### config.mk
export PLATFORM = sky130hd
export DESIGN_NAME = irq_entry_seq
export DESIGN_NICKNAME = d
export VERILOG_FILES = /design/src/rtl/irq_seq_pkg.sv /design/src/rtl/irq_seq_fsm.sv /design/src/rtl/irq_seq_regs.sv /design/src/rtl/irq_seq_memport.sv /design/src/rtl/irq_seq_gate.sv /design/src/rtl/irq_entry_seq.sv
export SDC_FILE = /design/constraint.sdc
export NUM_CORES = 1
export LEC_CHECK = 0
export ABC_AREA = 1
export CAP_MARGIN = 20
export CORE_ASPECT_RATIO = 0.5
export CORE_MARGIN = 4
export CORE_UTILIZATION = 35
export DETAILED_ROUTE_END_ITERATION = 6
export SLEW_MARGIN = 25
export SYNTH_ARGS = -nofsm -noshare
export SYNTH_HDL_FRONTEND = slang
export SYNTH_HIERARCHICAL = 1
export SYNTH_SLANG_ARGS = --single-unit
### constraint.sdc
create_clock -name clk -period 5.5 [get_ports clk]
set_input_delay 1.1 -clock clk [delete_from_list [all_inputs] [get_ports clk]]
set_output_delay 1.1 -clock clk [all_outputs]
set_load 0.03 [all_outputs]
### src/rtl/irq_seq_pkg.sv
package irq_seq_pkg;
  localparam int WORD_W  = 16;
  localparam int GIE_BIT = 3;
  localparam int LP_LSB  = 4;
  localparam int LP_W    = 4;
  localparam logic [WORD_W-1:0] VEC_TOP   = 16'hFFFE;
  localparam logic [WORD_W-1:0] GIE_MASK  = WORD_W'(1) << GIE_BIT;
  localparam logic [WORD_W-1:0] LP_MASK   = WORD_W'((1 << LP_W) - 1) << LP_LSB;
  localparam logic [WORD_W-1:0] CLR_MASK  = GIE_MASK | LP_MASK;
  localparam logic [WORD_W-1:0] WORD_STEP = 16'd2;

  typedef enum logic [2:0] {
    S_IDLE,
    S_PUSH_PC,
    S_PUSH_SR,
    S_VEC_RD,
    S_VEC_LD,
    S_POP_SR,
    S_POP_PC,
    S_LD_PC
  } seq_state_e;
endpackage

### src/rtl/irq_seq_fsm.sv
module irq_seq_fsm
  import irq_seq_pkg::*;
(
  input  logic       clk,
  input  logic       rst_n,
  input  logic       irq_req_i,
  input  logic       gie_i,
  input  logic       reti_i,
  output seq_state_e state_o,
  output logic       accept_o,
  output logic       reti_go_o,
  output logic       wake_o,
  output logic       busy_o
);
  seq_state_e state_q, state_d;
  logic       idle;

  always_comb begin
    idle      = (state_q == S_IDLE);
    reti_go_o = idle && reti_i;
    accept_o  = idle && !reti_i && irq_req_i && gie_i;
    wake_o    = idle && irq_req_i && gie_i;
    busy_o    = !idle;
  end

  always_comb begin
    state_d = state_q;
    unique case (state_q)
      S_IDLE: begin
        if (reti_go_o)     state_d = S_POP_SR;
        else if (accept_o) state_d = S_PUSH_PC;
      end
      S_PUSH_PC: state_d = S_PUSH_SR;
      S_PUSH_SR: state_d = S_VEC_RD;
      S_VEC_RD:  state_d = S_VEC_LD;
      S_VEC_LD:  state_d = S_IDLE;
      S_POP_SR:  state_d = S_POP_PC;
      S_POP_PC:  state_d = S_LD_PC;
      S_LD_PC:   state_d = S_IDLE;
      default:   state_d = S_IDLE;
    endcase
  end

  always_ff @(posedge clk or negedge rst_n) begin
    if (!rst_n) state_q <= S_IDLE;
    else        state_q <= state_d;
  end

  assign state_o = state_q;

  // a disabled request leaves the sequencer idle
  p_hold_without_gie_r1: assert property (@(posedge clk) disable iff (!rst_n)
    (state_q == S_IDLE && !gie_i && !reti_i) |=> (state_q == S_IDLE));

  // entry steps run in fixed order
  p_entry_order_r4: assert property (@(posedge clk) disable iff (!rst_n)
    (state_q == S_PUSH_SR) |=> (state_q == S_VEC_RD));

  // a return beats a simultaneous request
  p_reti_first_r8: assert property (@(posedge clk) disable iff (!rst_n)
    (state_q == S_IDLE && reti_i) |=> (state_q == S_POP_SR));
endmodule

### src/rtl/irq_seq_regs.sv
module irq_seq_regs
  import irq_seq_pkg::*;
#(
  parameter int IDX_W = 6
) (
  input  logic              clk,
  input  logic              rst_n,
  input  seq_state_e        state_i,
  input  logic              accept_i,
  input  logic              reti_go_i,
  input  logic [IDX_W-1:0]  idx_i,
  input  logic [WORD_W-1:0] mem_rdata_i,
  input  logic              core_pc_we_i,
  input  logic [WORD_W-1:0] core_pc_i,
  input  logic              core_sp_we_i,
  input  logic [WORD_W-1:0] core_sp_i,
  input  logic              core_sr_we_i,
  input  logic [WORD_W-1:0] core_sr_i,
  output logic [WORD_W-1:0] pc_o,
  output logic [WORD_W-1:0] sp_o,
  output logic [WORD_W-1:0] sr_o,
  output logic [WORD_W-1:0] sr_save_o,
  output logic [IDX_W-1:0]  idx_o
);
  logic [WORD_W-1:0] pc_q, pc_d, sp_q, sp_d, sr_q, sr_d, save_q, save_d;
  logic [IDX_W-1:0]  idx_q, idx_d;
  logic              save_en, idx_en;

  always_comb begin
    pc_d    = pc_q;
    sp_d    = sp_q;
    sr_d    = sr_q;
    save_d  = sr_q;
    idx_d   = idx_i;
    save_en = 1'b0;
    idx_en  = 1'b0;
    unique case (state_i)
      S_IDLE: begin
        if (accept_i) begin
          save_en = 1'b1;
          idx_en  = 1'b1;
          sr_d    = sr_q & ~CLR_MASK;
        end else if (!reti_go_i) begin
          if (core_pc_we_i) pc_d = core_pc_i;
          if (core_sp_we_i) sp_d = core_sp_i;
          if (core_sr_we_i) sr_d = core_sr_i;
        end
      end
      S_PUSH_PC: sp_d = sp_q - WORD_STEP;
      S_PUSH_SR: sp_d = sp_q - WORD_STEP;
      S_VEC_RD:  ;
      S_VEC_LD:  pc_d = mem_rdata_i;
      S_POP_SR:  sp_d = sp_q + WORD_STEP;
      S_POP_PC: begin
        sr_d = mem_rdata_i;
        sp_d = sp_q + WORD_STEP;
      end
      S_LD_PC:   pc_d = mem_rdata_i;
      default:   ;
    endcase
  end

  always_ff @(posedge clk or negedge rst_n) begin
    if (!rst_n) begin
      pc_q <= '0;
      sp_q <= '0;
      sr_q <= '0;
    end else begin
      pc_q <= pc_d;
      sp_q <= sp_d;
      sr_q <= sr_d;
    end
  end

  always_ff @(posedge clk or negedge rst_n) begin
    if (!rst_n)       save_q <= '0;
    else if (save_en) save_q <= save_d;
  end

  always_ff @(posedge clk or negedge rst_n) begin
    if (!rst_n)      idx_q <= '0;
    else if (idx_en) idx_q <= idx_d;
  end

  assign pc_o      = pc_q;
  assign sp_o      = sp_q;
  assign sr_o      = sr_q;
  assign sr_save_o = save_q;
  assign idx_o     = idx_q;

  // each push moves the stack pointer down one word
  p_push_step_r2: assert property (@(posedge clk) disable iff (!rst_n)
    (state_i == S_PUSH_PC || state_i == S_PUSH_SR) |=> (sp_q == $past(sp_q) - WORD_STEP));

  // enable and sleep bits are clear once an entry starts
  p_sr_cleared_r3: assert property (@(posedge clk) disable iff (!rst_n)
    accept_i |=> ((sr_q & CLR_MASK) == '0));

  // the program counter only moves by loads while busy
  p_pc_hold_busy_r7: assert property (@(posedge clk) disable iff (!rst_n)
    (state_i != S_IDLE && state_i != S_VEC_LD && state_i != S_LD_PC) |=> $stable(pc_q));

  // a pop moves the stack pointer up one word
  p_pop_step_r5: assert property (@(posedge clk) disable iff (!rst_n)
    (state_i == S_POP_SR) |=> (sp_q == $past(sp_q) + WORD_STEP));
endmodule

### src/rtl/irq_seq_memport.sv
module irq_seq_memport
  import irq_seq_pkg::*;
#(
  parameter int IDX_W = 6
) (
  input  seq_state_e        state_i,
  input  logic [WORD_W-1:0] pc_i,
  input  logic [WORD_W-1:0] sp_i,
  input  logic [WORD_W-1:0] sr_save_i,
  input  logic [IDX_W-1:0]  idx_i,
  output logic              mem_req_o,
  output logic              mem_we_o,
  output logic [WORD_W-1:0] mem_addr_o,
  output logic [WORD_W-1:0] mem_wdata_o
);
  localparam int PAD_W = WORD_W - IDX_W - 1;

  logic [WORD_W-1:0] push_addr, vec_addr;

  always_comb begin
    push_addr   = sp_i - WORD_STEP;
    vec_addr    = VEC_TOP - {{PAD_W{1'b0}}, idx_i, 1'b0};
    mem_req_o   = 1'b0;
    mem_we_o    = 1'b0;
    mem_addr_o  = '0;
    mem_wdata_o = '0;
    unique case (state_i)
      S_PUSH_PC: begin
        mem_req_o   = 1'b1;
        mem_we_o    = 1'b1;
        mem_addr_o  = push_addr;
        mem_wdata_o = pc_i;
      end
      S_PUSH_SR: begin
        mem_req_o   = 1'b1;
        mem_we_o    = 1'b1;
        mem_addr_o  = push_addr;
        mem_wdata_o = sr_save_i;
      end
      S_VEC_RD: begin
        mem_req_o  = 1'b1;
        mem_addr_o = vec_addr;
      end
      S_POP_SR, S_POP_PC: begin
        mem_req_o  = 1'b1;
        mem_addr_o = sp_i;
      end
      default: ;
    endcase
  end
endmodule

### src/rtl/irq_seq_gate.sv
module irq_seq_gate
  import irq_seq_pkg::*;
(
  input  logic [LP_W-1:0] lp_i,
  input  logic            wake_i,
  output logic [LP_W-1:0] gate_o
);
  always_comb begin
    gate_o = wake_i ? '0 : lp_i;
  end
endmodule

### src/rtl/irq_entry_seq.sv
module irq_entry_seq
  import irq_seq_pkg::*;
#(
  parameter int IDX_W = 6
) (
  input  logic              clk,
  input  logic              rst_n,
  input  logic              irq_req_i,
  input  logic [IDX_W-1:0]  irq_idx_i,
  output logic              irq_ack_o,
  input  logic              reti_i,
  output logic              busy_o,
  output logic              mem_req_o,
  output logic              mem_we_o,
  output logic [WORD_W-1:0] mem_addr_o,
  output logic [WORD_W-1:0] mem_wdata_o,
  input  logic [WORD_W-1:0] mem_rdata_i,
  input  logic              core_pc_we_i,
  input  logic [WORD_W-1:0] core_pc_i,
  input  logic              core_sp_we_i,
  input  logic [WORD_W-1:0] core_sp_i,
  input  logic              core_sr_we_i,
  input  logic [WORD_W-1:0] core_sr_i,
  output logic [WORD_W-1:0] pc_o,
  output logic [WORD_W-1:0] sp_o,
  output logic [WORD_W-1:0] sr_o,
  output logic [LP_W-1:0]   clk_gate_o
);
  logic              rst_meta_q, rst_sync_q;
  seq_state_e        state;
  logic              accept, reti_go, wake;
  logic [WORD_W-1:0] sr_save;
  logic [IDX_W-1:0]  idx_q;

  always_ff @(posedge clk or negedge rst_n) begin
    if (!rst_n) begin
      rst_meta_q <= 1'b0;
      rst_sync_q <= 1'b0;
    end else begin
      rst_meta_q <= 1'b1;
      rst_sync_q <= rst_meta_q;
    end
  end

  irq_seq_fsm u_fsm (
    .clk       (clk),
    .rst_n     (rst_sync_q),
    .irq_req_i (irq_req_i),
    .gie_i     (sr_o[GIE_BIT]),
    .reti_i    (reti_i),
    .state_o   (state),
    .accept_o  (accept),
    .reti_go_o (reti_go),
    .wake_o    (wake),
    .busy_o    (busy_o)
  );

  irq_seq_regs #(.IDX_W(IDX_W)) u_regs (
    .clk          (clk),
    .rst_n        (rst_sync_q),
    .state_i      (state),
    .accept_i     (accept),
    .reti_go_i    (reti_go),
    .idx_i        (irq_idx_i),
    .mem_rdata_i  (mem_rdata_i),
    .core_pc_we_i (core_pc_we_i),
    .core_pc_i    (core_pc_i),
    .core_sp_we_i (core_sp_we_i),
    .core_sp_i    (core_sp_i),
    .core_sr_we_i (core_sr_we_i),
    .core_sr_i    (core_sr_i),
    .pc_o         (pc_o),
    .sp_o         (sp_o),
    .sr_o         (sr_o),
    .sr_save_o    (sr_save),
    .idx_o        (idx_q)
  );

  irq_seq_memport #(.IDX_W(IDX_W)) u_mem (
    .state_i     (state),
    .pc_i        (pc_o),
    .sp_i        (sp_o),
    .sr_save_i   (sr_save),
    .idx_i       (idx_q),
    .mem_req_o   (mem_req_o),
    .mem_we_o    (mem_we_o),
    .mem_addr_o  (mem_addr_o),
    .mem_wdata_o (mem_wdata_o)
  );

  irq_seq_gate u_gate (
    .lp_i   (sr_o[LP_LSB +: LP_W]),
    .wake_i (wake),
    .gate_o (clk_gate_o)
  );

  assign irq_ack_o = accept;

  // an accepted request always has its clocks running
  p_wake_on_ack_r6: assert property (@(posedge clk) disable iff (!rst_sync_q)
    irq_ack_o |-> (clk_gate_o == '0));

  // acknowledge never repeats on consecutive cycles
  p_ack_single_r11: assert property (@(posedge clk) disable iff (!rst_sync_q)
    irq_ack_o |=> !irq_ack_o);

  // memory is touched only during a sequence
  p_mem_only_busy_r1: assert property (@(posedge clk) disable iff (!rst_sync_q)
    mem_req_o |-> busy_o);
endmodule

Word level (Yosys, flattened, before mapping)
Index checks and enable logic that the tools add are counted.

word-level totals
  bits in registers = 75
  input bits = 77
  output and inout port bits = 88

operators by class
  add/sub/neg operators = 3
  eq/ne operators = 15
  muxes and demuxes = 22
  reduce and logical (&&, ||, !) cells = 20

operators with widths
  operator                                                number
  2-to-1 mux 16 bit                                       9
  one-hot mux 16 bit (2 select lines)                     3
  one-hot mux 16 bit (3 select lines)                     2
  one-hot mux 3 bit (7 select lines)                      1
  adder 16 x 2 -> 16 bit (second input constant)          1
  subtractor 16 x 2 -> 16 bit (second input constant)     1
  equality test 3 bit (second input constant)             4
  AND reduction 4 bit                                     3
  inequality test 2 bit (second input constant)           5
  subtractor 2 x 8 -> 9 bit (first input constant)        1
  equality test 3 x 2 -> 1 bit (second input constant)    2
  logical AND 1 bit                                       6
  2-to-1 mux 3 bit                                        2
  inequality test 3 bit (second input constant)           2
  OR reduction 2 bit                                      3
  OR reduction 5 bit                                      1
  2-to-1 mux 1 bit                                        4
  2-to-1 mux 4 bit                                        1
  nonzero test 2 bit                                      2
  equality test 3 x 1 -> 1 bit (second input constant)    1
  zero test 3 bit                                         1
  inequality test 3 x 2 -> 1 bit (second input constant)  1
  AND reduction 3 bit                                     1
  nonzero test 3 bit                                      1
  zero test 1 bit                                         2

Longest topological paths before layout
  word-level depth = 7
  depth in mapped cells = 21
  depth with buffers taken out = 20

By module
The synthesis kept the hierarchy.

by module, submodules not included
  module           instances  cells each  area each (µm²)  seq. area each (µm²)
  irq_seq_regs     1          553         4,007.6          1,751.7
  irq_seq_memport  1          188         884.6            0.0
  irq_seq_fsm      1          25          188.9            75.1
  irq_entry_seq    1          3           53.8             50.0
  irq_seq_gate     1          8           30.0             0.0

Worst setup path after synthesis
OpenSTA, ideal clock, no wires.

  kind = input port to output port
  start = input port irq_req_i
  end = output port clk_gate_o[0]
  data arrival time = 1.700 ns
  required time = 4.400 ns
  setup slack = 2.700 ns
  stages = 3
  path buffers = 0
  path through = nand2_1 -> nor2_1 -> nor2_1

on the way
  word-level cells in the longest chain between the ends = 3

ends and longest elaborated chain
  item                             line                 RTL
  start, declared                  irq_entry_seq.sv:8   input logic irq_req_i,
  logical AND 1 bit (2 in series)  irq_seq_fsm.sv:22    wake_o = idle && irq_req_i && gie_i;
  net wake                         irq_entry_seq.sv:31  logic accept, reti_go, wake;
  2-to-1 mux 4 bit                 irq_seq_gate.sv:9    gate_o = wake_i ? '0 : lp_i;
  end, declared                    irq_entry_seq.sv:27  output logic [LP_W-1:0] clk_gate_o

The timed path passes the listed nets, and every way through them passes these cells.

Worst setup path in the final report
  start = register u_fsm.state_q[2], in the netlist u_fsm/state_o[2]
  end = output port mem_addr_o[3]

on the way
  word-level cells in the longest chain between the ends = 3
  elaborated cells on any way between the ends = 8
  classes of those cells = eq/ne: 5; mux: 1; reduce/logical: 2

ends and longest elaborated chain
  item                                               line                   RTL
  start, declared                                    irq_seq_fsm.sv:15      seq_state_e state_q, state_d;
  start signal, assigned                             irq_seq_fsm.sv:46      else state_q <= state_d;
  equality test 3 bit, or another cell as far along  irq_seq_memport.sv:27  unique case (state_i)
  OR reduction 2 bit (no source line)                -
  one-hot mux 16 bit (3 select lines) *              irq_seq_memport.sv:27
  end, declared                                      irq_entry_seq.sv:15    output logic [WORD_W-1:0] mem_addr_o,

Mark *: on every way between the ends. The rest lies on a longest branch, timed or not.

==> reports/metrics.cfg <==
[finish]
layout_commonest_cell = nand2_1
nets = 1011
fin_cells = 1131
diodes = 0
regArea_um2 = 1880
syn_to_final_growth_pct = 40.6
fill_cells = 1447
layout_common_cells = 221 x nand2_1, 164 x clkdlybuf4s50_1, 125 x inv_1
multi_input_area_um2 = 2640
drive_above_1_share_pct = 6.54

[floorplanning]
die_area_um2 = 16900
start_util_pct = 35.7
fp.dieW_um = 180
die_y_um = 93.9
rows = 31
io-pin-count = 165
core-area_um2 = 14500

[outcome]
status = completed

[clocking]
h-tree-depth = 3
cts_hold_buf = 0
insertion_delay_ps = 340
cts_tree = done
cts-root-buf = clkbuf_16
cts_setup_buffers = 0
clkTransAtPathRegs_ps = 70
post_cts_resized = 0
clock-sinks = 75
cts-buffers-inserted = 9
cts_buffer_depth = 2

[min_path]
hold_path.class = reg2async

[detailed_routing]
drt_first_pass_iters = 5
postRouteAntennaNets = 0
viasPerCell = 4.85
wl_per_cell_um = 15.3
dr_wl_met3_um = 1540
drt-total-wl_um = 17300
vias = 5481
wl_met2_um = 7880
drtIter0Drc = 341
drc = 0
met1Wirelength_um = 7640
routed.top_layer = met4

[yosys]
synth.area.top_cells = dfrtp_1 36%, nand2_1 16%, inv_1 9.1%
synth_top_family_by_area = simple AND/OR/NAND/NOR gates
yosys_warnings = 6
synth_edf_count = 0
syn_inst = 777
yosysTopAreaCellShare_pct = 36.3
synthSimpleGateAreaFrac_pct = 30.8
synthFlopType = dfrtp_1
synth_xor_area_share_pct = 0.678
ys_ff_latch = 75
async_flop_share_pct = 100
synth_top_area_cell = dfrtp_1
synthMuxAreaShare_pct = 1.31
seq_area_frac_synth_pct = 36.3
yosys.area_share.adder_pct = 1.45
synth.distinct_cells = 37
syn-cell-area_um2 = 5160
synth_area_per_cell_um2 = 6.65
syn_nets = 860
synth_compound_area_share_pct = 16.7

[sta]
slew_violations = 0
setup-tns-final_ps = 0
rsz0062_at_grt = false
worstMarginPinSlew_ps = 1010
setup_viol = 0
finalHoldViolations = 0
setup_ws_ps = 1610
skew_ps = 7.93
fmax_ghz = 0.257
slew_headroom_pct = 32.4
fin_crit_ps = 3890
fin_crit_sh_pct = 70.8
whs_ps = 232

[grt]
grt_usage_pct = 20.6
grt_pass1_wl_um = 28100
antenna_found_initial = 0
grt_max_degree = 74
grt_pass1_vias = 5393
grt_overflow = 0

[worst_setup_path]
worst-r2r-setup-slack_ps = 1800
worst-path-max-fanout = 17
startpoint = u_fsm/state_o[2]
start_kind = register
reg2reg_from = u_fsm/state_o[0]
reg2reg_to = u_regs/sp_o[13]
crit_path_end_kind = primary output
arrival_ps = 2790
cp.required_ps = 4400
r2r_cells = 19
path_class = reg2out

[power_and_ir_drop]
power.total_mw = 5.47
vdd_drop_max_mv = 0.250
powerDensity_nw_per_um2 = 753
p_leak_nw = 3.53

[placement]
port_buffers = 164
dp_hpwl_um = 12600
dp_slack_ps = 1710
gp_congestion = 0.863
placedCellCount = 1114

[run]
max_cap_viol_count = 0

critical path, stage by stage (launching register included):
cell and delay (ps):
dfrtp_1 530, inv_2 140, nand3_2 370, nand2_2 450, o21ai_0 150, o221ai_1 100
clkdlybuf4s50_1 710
routing by layer:
metal | global-route usage, % | up-vias
li1 | - | 2782
met1 | 25.6 | 2497
met2 | 34.2 | 183
met3 | 7.42 | 19
met4 | 5.96 | 0
met5 | 0 | -
state kept, by name, indices dropped and copies added (netlist names):
name,count
u_regs/sr_save_o,16
rst_meta_q,1
u_regs/idx_o,6
u_regs/pc_o,16
u_regs/sr_o,16
rst_sync_q,1
u_regs/sp_o,16
u_fsm/state_o,3
stage by stage:
step / area (µm²) / util (%)
after detailed placement: 6940 / 47.9
after CTS: 7240 / 50.0
final: 7260 / 50.2
after global placement: 6940 / 47.9
after global routing: 7260 / 50.2
after floorplan: 5160 / -
worst max-delay path by stage:
stage          depth (start not counted)               to  slack [ps]
6_report                               6    mem_addr_o[3]        1610
2_1_floorplan                          3    clk_gate_o[0]        2700
5_1_grt                               19  u_regs/sp_o[13]        1370
3_3_place_gp                           5    clk_gate_o[1]        1720
4_1_cts                                6    mem_addr_o[3]        1550
3_5_place_dp                           5    clk_gate_o[2]        1710
report_power, final:
group	internal, mW	switching [mW]
clock	0.322	0.275
sequential	0.808	0.297
combinational	1.35	2.42
total	2.48	2.99
synthesized netlist by cell type, types with 2 or more instances:
| cell | count |
|---|---|
| inv_2 | 8 |
| nand3_1 | 54 |
| dfrtp_1 | 75 |
| mux2_2 | 6 |
| nand2_1 | 221 |
| nor2_1 | 85 |
| inv_1 | 125 |
| nand2_4 | 2 |
| o211ai_1 | 17 |
| o21ai_1 | 7 |
| buf_2 | 5 |
| nor2_2 | 6 |
| o22ai_1 | 18 |
| buf_6 | 4 |
| a41o_1 | 2 |
| a21oi_1 | 20 |
| xor2_1 | 4 |
| nand3_2 | 3 |
| ha_1 | 6 |
| o221ai_1 | 3 |
| nand2_2 | 8 |
| or2_2 | 2 |
| a31oi_1 | 17 |
| clkbuf_1 | 18 |
| a41oi_1 | 8 |
| o21ai_0 | 42 |
final cells by class:
class                           instances  area share [%]
Inverter                              134            6.96
Multi-Input combinational cell        540            36.3
Sequential cell                        75            25.9
Timing Repair Buffer                  168            23.3
Tap cell                              198            3.41
Clock inverter                          7            1.03
Clock buffer                            9            3.10
logic make-up (layout without fill, tap and decap cells):
kind of cell	Yosys count	count (layout)
buf+inv	162	318
simple gates	383	383
compound gates	140	140
other cells	1	1
fa+ha+maj	6	6
mux	6	6
xor+xnor	4	4
flops	75	75
No activity file was read; power rests on OpenSTA's default activity.
